<file path="config.mk">
export PLATFORM = sky130hd
export DESIGN_NAME = sram_async_ctl
export DESIGN_NICKNAME = d
export VERILOG_FILES = /design/src/rtl/sram_ctl_pkg.sv /design/src/rtl/sram_ctl_timer.sv /design/src/rtl/sram_ctl_rdcap.sv /design/src/rtl/sram_async_ctl.sv
export SDC_FILE = /design/constraint.sdc
export NUM_CORES = 1
export LEC_CHECK = 0
export CORE_AREA = 2 2 63 70
export CTS_CLUSTER_DIAMETER = 40
export DETAILED_ROUTE_END_ITERATION = 8
export DIE_AREA = 0 0 65 72
export PLACE_DENSITY = 0.89
export SYNTH_ARGS = -nofsm -noshare
export SYNTH_HDL_FRONTEND = slang
export SYNTH_SLANG_ARGS = --single-unit
</file>
<file path="constraint.sdc">
create_clock -name clk -period 3.5 [get_ports clk]
set_input_delay 0.7 -clock clk [delete_from_list [all_inputs] [get_ports clk]]
set_output_delay 0.7 -clock clk [all_outputs]
set_load 0.02 [all_outputs]
</file>
<file path="src/rtl/sram_ctl_pkg.sv">
package sram_ctl_pkg;

    typedef enum logic [1:0] {
        ST_IDLE   = 2'd0,
        ST_WSETUP = 2'd1,
        ST_WPULSE = 2'd2,
        ST_READ   = 2'd3
    } ctl_state_e;

    typedef struct packed {
        logic cs_n;
        logic oe_n;
        logic we_n;
        logic dq_oe;
    } pin_ctl_t;

    localparam pin_ctl_t PINS_IDLE   = '{cs_n: 1'b1, oe_n: 1'b1, we_n: 1'b1, dq_oe: 1'b0};
    localparam pin_ctl_t PINS_WSETUP = '{cs_n: 1'b0, oe_n: 1'b1, we_n: 1'b1, dq_oe: 1'b0};
    localparam pin_ctl_t PINS_WPULSE = '{cs_n: 1'b0, oe_n: 1'b1, we_n: 1'b0, dq_oe: 1'b1};
    localparam pin_ctl_t PINS_READ   = '{cs_n: 1'b0, oe_n: 1'b0, we_n: 1'b1, dq_oe: 1'b0};

    function automatic int ns_to_cycles(input int ns, input int clk_ns);
        int c;
        c = (ns + clk_ns - 1) / clk_ns;
        return (c < 1) ? 1 : c;
    endfunction

    function automatic int imax(input int a, input int b);
        return (a > b) ? a : b;
    endfunction

endpackage

</file>
<file path="src/rtl/sram_ctl_timer.sv">
module sram_ctl_timer #(
    parameter int CNT_W = 4
) (
    input  logic             clk,
    input  logic             rst,
    input  logic             load,
    input  logic [CNT_W-1:0] load_val,
    output logic             zero
);
    logic [CNT_W-1:0] cnt;

    always_ff @(posedge clk) begin
        if (rst) begin
            cnt <= '0;
        end else if (load) begin
            cnt <= load_val;
        end else if (cnt != '0) begin
            cnt <= cnt - 1'b1;
        end
    end

    assign zero = (cnt == '0);

    timer_no_wrap_R4: assert property (@(posedge clk) disable iff (rst)
        (zero && !load) |=> zero);

endmodule

</file>
<file path="src/rtl/sram_ctl_rdcap.sv">
module sram_ctl_rdcap #(
    parameter int DATA_W = 8
) (
    input  logic              clk,
    input  logic              rst,
    input  logic              cap,
    input  logic [DATA_W-1:0] din,
    output logic [DATA_W-1:0] dout,
    output logic              vld
);
    always_ff @(posedge clk) begin
        if (rst) begin
            dout <= '0;
            vld  <= 1'b0;
        end else begin
            vld <= cap;
            if (cap) dout <= din;
        end
    end

    assert_rd_pulse_R7: assert property (@(posedge clk) disable iff (rst)
        vld |=> !vld);

endmodule

</file>
<file path="src/rtl/sram_async_ctl.sv">
module sram_async_ctl
    import sram_ctl_pkg::*;
#(
    parameter int ADDR_W   = 19,
    parameter int DATA_W   = 8,
    parameter int CLK_NS   = 8,
    parameter int T_ACC_NS = 15,
    parameter int T_CYC_NS = 15,
    parameter int T_OE_NS  = 7,
    parameter int T_WP_NS  = 10,
    parameter int T_DW_NS  = 7,
    parameter int T_HZ_NS  = 7
) (
    input  logic              clk,
    input  logic              rst,
    input  logic              req_valid,
    output logic              req_ready,
    input  logic              req_write,
    input  logic [ADDR_W-1:0] req_addr,
    input  logic [DATA_W-1:0] req_wdata,
    output logic [DATA_W-1:0] rd_data,
    output logic              rd_valid,
    output logic              mem_cs_n,
    output logic              mem_oe_n,
    output logic              mem_we_n,
    output logic [ADDR_W-1:0] mem_addr,
    output logic [DATA_W-1:0] mem_dq_o,
    output logic              mem_dq_oe,
    input  logic [DATA_W-1:0] mem_dq_i
);
    localparam int CYC_CYC = ns_to_cycles(T_CYC_NS, CLK_NS);
    localparam int SET_CYC = ns_to_cycles(T_HZ_NS, CLK_NS);
    localparam int ACC_CYC = imax(imax(ns_to_cycles(T_ACC_NS, CLK_NS),
                                       ns_to_cycles(T_OE_NS, CLK_NS)), CYC_CYC);
    localparam int WP_CYC  = imax(imax(ns_to_cycles(T_WP_NS, CLK_NS),
                                       ns_to_cycles(T_DW_NS, CLK_NS)),
                                  CYC_CYC - SET_CYC);
    localparam int MAX_CYC = imax(imax(ACC_CYC, WP_CYC), SET_CYC);
    localparam int CNT_W   = $clog2(MAX_CYC + 1);
    localparam int WLC_W   = CNT_W + 1;

    ctl_state_e       state;
    pin_ctl_t         pins;
    logic             t_load;
    logic [CNT_W-1:0] t_val;
    logic             t_zero;
    logic             rd_cap;

    always_comb begin
        t_load = 1'b0;
        t_val  = '0;
        case (state)
            ST_IDLE: begin
                t_load = req_valid;
                t_val  = req_write ? CNT_W'(SET_CYC - 1) : CNT_W'(ACC_CYC - 1);
            end
            ST_WSETUP: begin
                t_load = t_zero;
                t_val  = CNT_W'(WP_CYC - 1);
            end
            default: ;
        endcase
    end

    assign rd_cap    = (state == ST_READ) && t_zero;
    assign req_ready = (state == ST_IDLE);

    always_ff @(posedge clk) begin
        if (rst) begin
            state    <= ST_IDLE;
            pins     <= PINS_IDLE;
            mem_addr <= '0;
            mem_dq_o <= '0;
        end else begin
            case (state)
                ST_IDLE: if (req_valid) begin
                    mem_addr <= req_addr;
                    if (req_write) begin
                        mem_dq_o <= req_wdata;
                        state    <= ST_WSETUP;
                        pins     <= PINS_WSETUP;
                    end else begin
                        state <= ST_READ;
                        pins  <= PINS_READ;
                    end
                end
                ST_WSETUP: if (t_zero) begin
                    state <= ST_WPULSE;
                    pins  <= PINS_WPULSE;
                end
                ST_WPULSE: if (t_zero) begin
                    state <= ST_IDLE;
                    pins  <= PINS_IDLE;
                end
                ST_READ: if (t_zero) begin
                    state <= ST_IDLE;
                    pins  <= PINS_IDLE;
                end
                default: begin
                    state <= ST_IDLE;
                    pins  <= PINS_IDLE;
                end
            endcase
        end
    end

    assign mem_cs_n  = pins.cs_n;
    assign mem_oe_n  = pins.oe_n;
    assign mem_we_n  = pins.we_n;
    assign mem_dq_oe = pins.dq_oe;

    sram_ctl_timer #(.CNT_W(CNT_W)) u_timer (
        .clk      (clk),
        .rst      (rst),
        .load     (t_load),
        .load_val (t_val),
        .zero     (t_zero)
    );

    sram_ctl_rdcap #(.DATA_W(DATA_W)) u_rdcap (
        .clk  (clk),
        .rst  (rst),
        .cap  (rd_cap),
        .din  (mem_dq_i),
        .dout (rd_data),
        .vld  (rd_valid)
    );

    // Width checker for the write enable pulse
    logic [WLC_W-1:0] we_low_cnt;
    always_ff @(posedge clk) begin
        if (rst || mem_we_n) we_low_cnt <= '0;
        else                 we_low_cnt <= we_low_cnt + 1'b1;
    end

    assert_no_oe_we_overlap_R2: assert property (@(posedge clk) disable iff (rst)
        !(!mem_oe_n && !mem_we_n));

    assert_strobes_need_cs_R2: assert property (@(posedge clk) disable iff (rst)
        mem_cs_n |-> (mem_oe_n && mem_we_n && !mem_dq_oe));

    assert_addr_frozen_R3: assert property (@(posedge clk) disable iff (rst)
        (!mem_cs_n && !mem_we_n) |=> (mem_cs_n || mem_we_n || $stable(mem_addr)));

    assert_we_width_R4: assert property (@(posedge clk) disable iff (rst)
        $rose(mem_we_n) |-> (we_low_cnt >= WLC_W'(WP_CYC)));

    assert_drive_only_we_low_R5: assert property (@(posedge clk) disable iff (rst)
        mem_dq_oe |-> !mem_we_n);

    assert_turnaround_R6: assert property (@(posedge clk) disable iff (rst)
        $fell(mem_we_n) |-> $past(!mem_cs_n && !mem_dq_oe));

    assert_busy_R8: assert property (@(posedge clk) disable iff (rst)
        !mem_cs_n |-> !req_ready);

endmodule

</file>
==> results.cfg, run 1 <==
[outcome]
status = completed

[layout]
nets = 288
layout-drive-gt1-share_pct = 5.22
diodes = 0
area_delta_synth_final_pct = 55.0

[grt]
busiest_layer = met2
use_met3_pct = 3.88
grt_util_met2_pct = 30.0
grt_use_met1_pct = 19.3
grt_pass1_wl_um = 6180
grt_max_degree = 34
grt_overflow_total = 0
grt_pass1_vias = 1428
grt_antenna_before_repair = 0
grt_usage_pct = 16.5

[detailed_routing]
route.detailed.drc = 0
detail_route.first_pass.iterations = 4
drt-total-wl_um = 3700
vias_per_cell = 4.74
vias = 1428
ant_nets = 0
wl_per_cell_um = 12.3
drtIter0Drc = 55

[critical_path]
cp.arrival_ns = 1.51
rr_worst_depth = 5
worst-path-max-fanout = 12
criticalPathCategory = flip-flop to output pin
required_ns = 2.80
cp-start-kind = flip-flop
ff2ff_setup_slack_ns = 2.03
r2r_end = u_rdcap.dout[3]
r2r-start = u_timer.cnt[0]
endpoint_kind = output pin

[floorplanning]
fp-row-count = 24
initial_core_util_pct = 41.9
coreArea_um2 = 3930
dieArea_um2 = 4680
fp.dieH_um = 72
die_w_um = 65
io_pins = 80

[sta]
finalMaxSlewViolations = 0
setup-tns-final_ns = 0
hold_slack_ns = 0.457
fin_worst_skew_ns = 0.00624
max_freq_mhz = 452
hold_viol = 0
tightest_slew_ns = 0.432
slew_headroom_pct = 71.2
period_minus_slack_ns = 2.21
fin_ws_ns = 1.29
fin_crit_sh_pct = 63.2
rsz0062_at_grt = no
finalSetupViolations = 0

[cts]
cts_setup_buffers = 0
holdBufCountCts = 0
numClockSinks = 44
clock-root-buffer = clkbuf_8
clk_path_buf_depth = 2
ctsResizeCount = 0
htree_levels = 2
path_clk_slew_ns = 0.08
clkLatencyLatePin_ns = 0.28
cts_inserted_buffers = 5
cts_tree = done

[worst_hold_path]
worstHoldPathType = flip-flop to flip-flop
min_from = u_rdcap.dout[1]
whs_endpoint = u_rdcap.dout[1]
hold_depth = 2

[logic_synthesis]
yosysWarnings = 0
seq_area_frac_synth_pct = 53.5
ys.flop_type = dfxtp_1
syn_avg_cell_area_um2 = 9.63
yosysTopAreaCell = dfxtp_1
ys_ff_latch = 44
synth_common_cells = dfxtp_1, nor2_1, mux2i_1, nand2_1, a21oi_1
syn_area_um2 = 1650
synth.distinct_cells = 24
syn-num-nets = 211
synthCells = 171
synth_top_area_share_pct = 53.5
ys_top_cells_by_area = dfxtp_1, mux2i_1, nor2_1, a21oi_1, nand2_1
synth-edff-count = 0
yosysMostFrequentCell = dfxtp_1
async_reset_ff_share_pct = 0

[placed_design]
dp_slack_ns = 1.30
gp_congestion = 0.692
hpwl_um = 2710
io_buffers = 79

[job]
cap_violations = 0

[pwr]
finalPower_uw = 1260
cellLeakagePower_uw = 0.000984
irDropWorstVdd_uv = 337
p_per_area_nw_per_um2 = 492
## worst max path at each step
stage | start | endpoint
2_1_floorplan | req_write | mem_dq_o[7]
3_3_place_gp | req_valid | mem_addr[3]
3_5_place_dp | req_valid | mem_addr[1]
4_1_cts | state[1] | req_ready
5_1_grt | state[1] | req_ready
6_report | state[1] | req_ready
## metrics by stage
step           area (um^2)  cells  utilization [%]
5_1_grt               2550    301             64.9
3_3_place_gp          2460    293             62.5
3_5_place_dp          2460    293             62.5
6_report              2550    301             64.9
4_1_cts               2550    301             64.9
2_1_floorplan         1650    171                -
## placed cells by master (no fill, tap or decap), types with 2 or more instances in the layout
cell type / instances
clkbuf_8: 6
o21ai_0: 3
buf_4: 3
clkdlybuf4s50_1: 79
clkinv_2: 2
mux2i_1: 27
a21oi_1: 15
nor2_1: 33
dfxtp_1: 44
nand2_1: 18
nand2b_1: 3
inv_1: 3
## where the power goes
part	switching, uW	internal [uW]	total, uW
registers	38.7	549	587
clock network	158	157	315
logic	169	184	354
total	366	891	1260
## final cells by class
type	instances	area, um^2
fillers	326	1380
flip-flops and latches	44	881
repair buffers	82	813
clock inverters	2	10.0
clock buffers	6	82.6
inverters	3	11.3
multi-input cells	112	689
well taps	52	65.1
## kinds of logic after synthesis
family	count (synthesis)	synth area share [%]
compound gates	22	7.30
xor+xnor	1	0.532
fa+ha+maj	1	0.760
buf+inv	15	5.01
flops	44	53.5
mux	27	16.4
simple gates	61	16.5
## worst max-delay path: stages, from the launching register on
cell	delay (ns)
dfxtp_1	0.59
nor2_1	0.10
clkdlybuf4s50_1	0.55
## per-layer routing
layer / share of wire [%] / wire length (um)
met2: 51 / 1890
met4: 0 / 0
met1: 43 / 1590
met3: 6.0 / 222
met5: 0 / 0
## state kept, by name (all words and copies together) (netlist names)
| register | flops |
|---|---|
| u_rdcap.dout | 8 |
| u_rdcap.vld | 1 |
| mem_we_n | 1 |
| state | 2 |
| mem_addr | 19 |
| mem_cs_n | 1 |
| mem_dq_o | 8 |
| mem_dq_oe | 1 |
| mem_oe_n | 1 |
| u_timer.cnt | 2 |
(Power assumes the default switching activity.)
==> run 2, diff against run 1 <==
--- a/config.mk
+++ b/config.mk
@@ -5,11 +5,11 @@
 export SDC_FILE = /design/constraint.sdc
 export NUM_CORES = 1
 export LEC_CHECK = 0
-export CORE_AREA = 2 2 63 70
+export CORE_AREA = 2 2 68 76
 export CTS_CLUSTER_DIAMETER = 40
 export DETAILED_ROUTE_END_ITERATION = 8
-export DIE_AREA = 0 0 65 72
-export PLACE_DENSITY = 0.89
+export DIE_AREA = 0 0 70 78
+export PLACE_DENSITY = 0.81
 export SYNTH_ARGS = -nofsm -noshare
 export SYNTH_HDL_FRONTEND = slang
 export SYNTH_SLANG_ARGS = --single-unit
==> constraint.sdc (replaced) <==
create_clock -name clk -period 1.8 [get_ports clk]
set_input_delay 0.36 -clock clk [delete_from_list [all_inputs] [get_ports clk]]
set_output_delay 0.36 -clock clk [all_outputs]
set_load 0.02 [all_outputs]
==> run 2 against run 1 <==
Cell count rose by 2.0%; total power rose by 93%; global-route usage fell by 1.8 points; sequential power rose by 91%; via count rose by 0.28%; clock skew fell by 0.0028 ns; core utilization fell by 9.0 points; largest cell class unchanged; largest power group unchanged; critical path type unchanged; design area rose by 1.1%; clock power rose by 82%; count of clock-buffer cells in the layout fell by 1; sequential share of layout area fell by 0.38 points; critical path depth did not move.
==> results.cfg, run 2 (synthesis results as in run 1) <==
[pwr]
cellLeakagePower_uw = 0.000992
p_per_area_nw_per_um2 = 939
irDropWorstVdd_uv = 530
finalPower_uw = 2420

[critical_path]
cp_top_family = buffers and inverters
ff2ff_setup_slack_ns = 0.35
rr_worst_depth = 5
crit_slowest_cell = clkdlybuf4s50_1
crit_buf_inv = 1
worst-path-max-fanout = 2
r2r_end = u_rdcap.dout[0]
required_ns = 1.44
criticalPathCategory = flip-flop to output pin
cp-start-kind = flip-flop
cp.arrival_ns = 1.33
endpoint_kind = output pin
worstPathCellList = nor2_1 -> clkdlybuf4s50_1
path_depth = 2
r2r-start = u_timer.cnt[0]
max_stage_delay_ns = 0.61

[cts]
clk_path_buf_depth = 2
cts_tree = done
holdBufCountCts = 0
cts_inserted_buffers = 5
clkLatencyLatePin_ns = 0.28
path_clk_slew_ns = 0.08
clock-root-buffer = clkbuf_8
htree_levels = 2
numClockSinks = 44
cts_setup_buffers = 0
ctsResizeCount = 0

[layout]
layout_common_cells = clkdlybuf4s50_1, dfxtp_1, nor2_1, mux2i_1, nand2_1
fin_area_um2 = 2580
reg_top3 = mem_addr x19, mem_dq_o x8, u_rdcap.dout x8
largest-register = mem_addr
diodes = 0
nFillCells = 437
instances_no_fill = 307
nets = 291
multiInputGateArea_um2 = 689
register_area_um2 = 881
mostFrequentLayoutCell = clkdlybuf4s50_1
largest_register_ffs = 19
area_delta_synth_final_pct = 56.8
layout-drive-gt1-share_pct = 5.98

[grt]
busiest_layer = met2
use_met3_pct = 5.19
grt_pass1_vias = 1446
grt_util_met2_pct = 25.5
grt_max_degree = 24
grt_antenna_before_repair = 0
grt_usage_pct = 14.7
grt_use_met1_pct = 16.5
grt_pass1_wl_um = 6510
grt_overflow_total = 0

[placed_design]
io_buffers = 79
gp_congestion = 0.731
dp_cells = 300
dpl_cell_area_um2 = 2500
hpwl_um = 2820

[sta]
rsz0062_at_grt = no
max_freq_mhz = 593
finalSetupViolations = 0
slew_headroom_pct = 75.8
fin_crit_sh_pct = 93.7
fin_worst_skew_ns = 0.00346
tightest_slew_ns = 0.364
finalMaxSlewViolations = 0
hold_slack_ns = 0.457
hold_viol = 0
setup-tns-final_ns = 0
period_minus_slack_ns = 1.69

[detailed_routing]
drtIter0Drc = 65
vias_per_cell = 4.66
route.detailed.drc = 0
vias = 1432
ant_nets = 0
wl_per_cell_um = 12.4
detail_route.first_pass.iterations = 4
drt-total-wl_um = 3800

[floorplanning]
initial_core_util_pct = 35.6
dieArea_um2 = 5460
fp.dieH_um = 78
io_pins = 80
coreArea_um2 = 4620
die_w_um = 70
fp-row-count = 26

[job]
cap_violations = 0

[worst_hold_path]
hold_depth = 2
worstHoldPathType = flip-flop to flip-flop
whs_endpoint = u_rdcap.dout[3]
min_from = u_rdcap.dout[3]

[outcome]
status = completed
[run 2: cell types whose count changed in the layout (fill, tap and decap cells not counted), sizes merged]
cell      previous run  this run
clkinv               2         1
clkinvlp             0         1
clkbuf               6         5
buf                  3         6
[run 2: worst register-to-register path: stages, from the launching register on]
cell and delay (ns):
dfxtp_1 0.33, inv_1 0.06, ha_1 0.37, nand3_1 0.34, nand2_1 0.16, a21oi_1 0.08
[run 2: worst max path at each step]
stage	end	slack, ns	start
final	req_ready	0.11	state[1]
after global routing	req_ready	0.04	state[1]
after CTS	req_ready	0.09	state[1]
after detailed placement	mem_dq_o[3]	0.01	req_write
after global placement	mem_dq_o[7]	0.05	req_write
after floorplan	u_rdcap.dout[4]	0.48	u_timer.cnt[0]
[run 2: layout make-up]
class	instances	share of cell area [%]
timing repair buffer	85	32.9
tap	56	2.71
inverter	3	0.436
multi-input combinational	112	26.7
clock inverter	2	0.485
clock buffer	5	2.67
sequential	44	34.1
[run 2: where the power goes]
group	internal (uW)	total, uW	switching [uW]
registers	1070	1120	48.8
logic	380	735	355
clock network	263	574	312
[run 2: stage by stage]
| stage | util, % | setup WS (ns) |
|---|---|---|
| after floorplan | - | 0.484 |
| after global placement | 54.1 | 0.0516 |
| after detailed placement | 54.1 | 0.00973 |
| after CTS | 55.9 | 0.0932 |
| after global routing | 55.9 | 0.0361 |
| final | 55.9 | 0.114 |
[run 2: layer usage]
layer	routed length (um)	part of all wire [%]
met5	0	0
met2	1890	50
met1	1520	40
met3	344	9.1
met4	51	1.3
==> run 3, diff against run 2 <==
--- a/config.mk
+++ b/config.mk
@@ -5,11 +5,13 @@
 export SDC_FILE = /design/constraint.sdc
 export NUM_CORES = 1
 export LEC_CHECK = 0
-export CORE_AREA = 2 2 68 76
+export CORE_AREA = 2 2 65 73
 export CTS_CLUSTER_DIAMETER = 40
 export DETAILED_ROUTE_END_ITERATION = 8
-export DIE_AREA = 0 0 70 78
-export PLACE_DENSITY = 0.81
+export DIE_AREA = 0 0 67 75
+export HOLD_SLACK_MARGIN = 0.06
+export PLACE_DENSITY = 0.84
+export SLEW_MARGIN = 10
 export SYNTH_ARGS = -nofsm -noshare
 export SYNTH_HDL_FRONTEND = slang
 export SYNTH_SLANG_ARGS = --single-unit
==> constraint.sdc (replaced) <==
create_clock -name clk -period 1.75 [get_ports clk]
set_input_delay 0.35 -clock clk [delete_from_list [all_inputs] [get_ports clk]]
set_output_delay 0.35 -clock clk [all_outputs]
set_load 0.02 [all_outputs]
==> run 3 against run 2 <==
Wire length is 0.18% higher; worst setup slack worse by 0.015 ns; register-to-register slack got worse by 0.04 ns; core utilization is 5.2 points higher; critical path depth unchanged; cell count unchanged; via count grew 0.63%; worst hold slack is essentially flat; first-iteration DRC count shrank 54%; die area fell by 8.0%; total power increased by 5.3%; highest routed layer unchanged.
==> results.cfg, run 3 (synthesis results as in run 1) <==
[floorplanning]
die_w_um = 67
coreArea_um2 = 4250
dieArea_um2 = 5030
fp.dieH_um = 75
fp-row-count = 25
initial_core_util_pct = 38.7
io_pins = 80

[layout]
area_delta_synth_final_pct = 57.8
fin_area_um2 = 2600
reg_top3 = mem_addr x19, mem_dq_o x8, u_rdcap.dout x8
largest_register_ffs = 19
layout-drive-gt1-share_pct = 6.32
mostFrequentLayoutCell = clkdlybuf4s50_1
layout_common_cells = clkdlybuf4s50_1, dfxtp_1, nor2_1, mux2i_1, nand2_1
largest-register = mem_addr
diodes = 0
nets = 292

[pwr]
irDropWorstVdd_uv = 709
finalPower_uw = 2550
p_per_area_nw_per_um2 = 983
cellLeakagePower_uw = 0.00100

[critical_path]
cp-start-kind = flip-flop
rr_worst_depth = 5
max_stage_delay_ns = 0.60
r2r_end = u_rdcap.dout[5]
cp.arrival_ns = 1.30
crit_slowest_cell = clkdlybuf4s50_1
crit_buf_inv = 1
criticalPathCategory = flip-flop to output pin
endpoint_kind = output pin
worstPathCellList = nor2_1 -> clkdlybuf4s50_1
r2r-start = u_timer.cnt[0]
cp_top_family = buffers and inverters
required_ns = 1.40
worst-path-max-fanout = 2
ff2ff_setup_slack_ns = 0.31

[detailed_routing]
wl_per_cell_um = 12.4
drt-total-wl_um = 3800
route.detailed.drc = 0
drtIter0Drc = 30
vias_per_cell = 4.69
ant_nets = 0
detail_route.first_pass.iterations = 4
vias = 1441

[grt]
busiest_layer = met2
grt_usage_pct = 16.0
grt_pass1_wl_um = 6050
grt_use_met1_pct = 17.9
grt_pass1_vias = 1418
grt_max_degree = 24
grt_overflow_total = 0
use_met3_pct = 7.03
grt_antenna_before_repair = 0
grt_util_met2_pct = 27.7

[sta]
rsz0062_at_grt = no
period_minus_slack_ns = 1.65
finalMaxSlewViolations = 0
setup-tns-final_ns = 0
tightest_slew_ns = 0.353
hold_viol = 0
slew_headroom_pct = 76.4
hold_slack_ns = 0.457
max_freq_mhz = 606
fin_crit_sh_pct = 94.3
finalSetupViolations = 0
fin_worst_skew_ns = 0.00304

[worst_hold_path]
whs_endpoint = u_rdcap.dout[7]
hold_depth = 2
min_from = u_rdcap.dout[7]
worstHoldPathType = flip-flop to flip-flop

[placed_design]
gp_congestion = 0.653
dpl_cell_area_um2 = 2500
io_buffers = 79
hpwl_um = 2870

[cts]
path_clk_slew_ns = 0.08
ctsResizeCount = 0
htree_levels = 2
clk_path_buf_depth = 2
cts_setup_buffers = 0
numClockSinks = 44
holdBufCountCts = 0
clock-root-buffer = clkbuf_8
cts_inserted_buffers = 5
clkLatencyLatePin_ns = 0.29
cts_tree = done

[job]
cap_violations = 0

[outcome]
status = completed
==> run 3: layout make-up <==
type | instances | area (um^2)
clock buffers | 7 | 86.3
flip-flops and latches | 44 | 881
repair buffers | 86 | 856
fillers | 395 | 1660
multi-input cells | 112 | 689
well taps | 54 | 67.6
clock inverters | 1 | 7.51
inverters | 3 | 11.3
==> run 3: metrics by stage <==
step | instances | setup WS, ns | util [%]
after floorplan | 171 | 0.434 | -
after global placement | 299 | 0.0550 | 58.9
after detailed placement | 299 | 0.00117 | 58.9
after CTS | 307 | 0.0820 | 61.1
after global routing | 307 | 0.0543 | 61.1
final | 307 | 0.0990 | 61.1
==> run 3: worst reg2reg max path: stages, from the launching register on <==
cell     delay [ns]
dfxtp_1        0.33
inv_1          0.06
ha_1           0.36
nand3_1        0.34
nand2_1        0.16
a21oi_1        0.08
==> run 3: layer usage <==
metal  wire length [um]  up-vias
met5                  0        -
met4                 31        0
met3                316        4
met2               1920       50
met1               1540      658
li1                   -      729
==> run 3: how the worst max path moves through the flow <==
stage	start	cells past startpoint	endpoint	slack [ns]
finish	state[1]	2	req_ready	0.1
global route	state[1]	2	req_ready	0.05
CTS	state[1]	2	req_ready	0.08
detailed placement	req_write	5	mem_dq_o[4]	0.001
global placement	req_write	5	mem_dq_o[3]	0.06
floorplan	u_timer.cnt[0]	6	u_rdcap.dout[4]	0.43
==> run 3: report_power, final <==
part	internal, uW	switching (uW)	leakage (uW)
clock network	321	327	0.0000445
registers	1100	52.0	0.000360
logic	392	365	0.000597
total	1810	744	0.00100
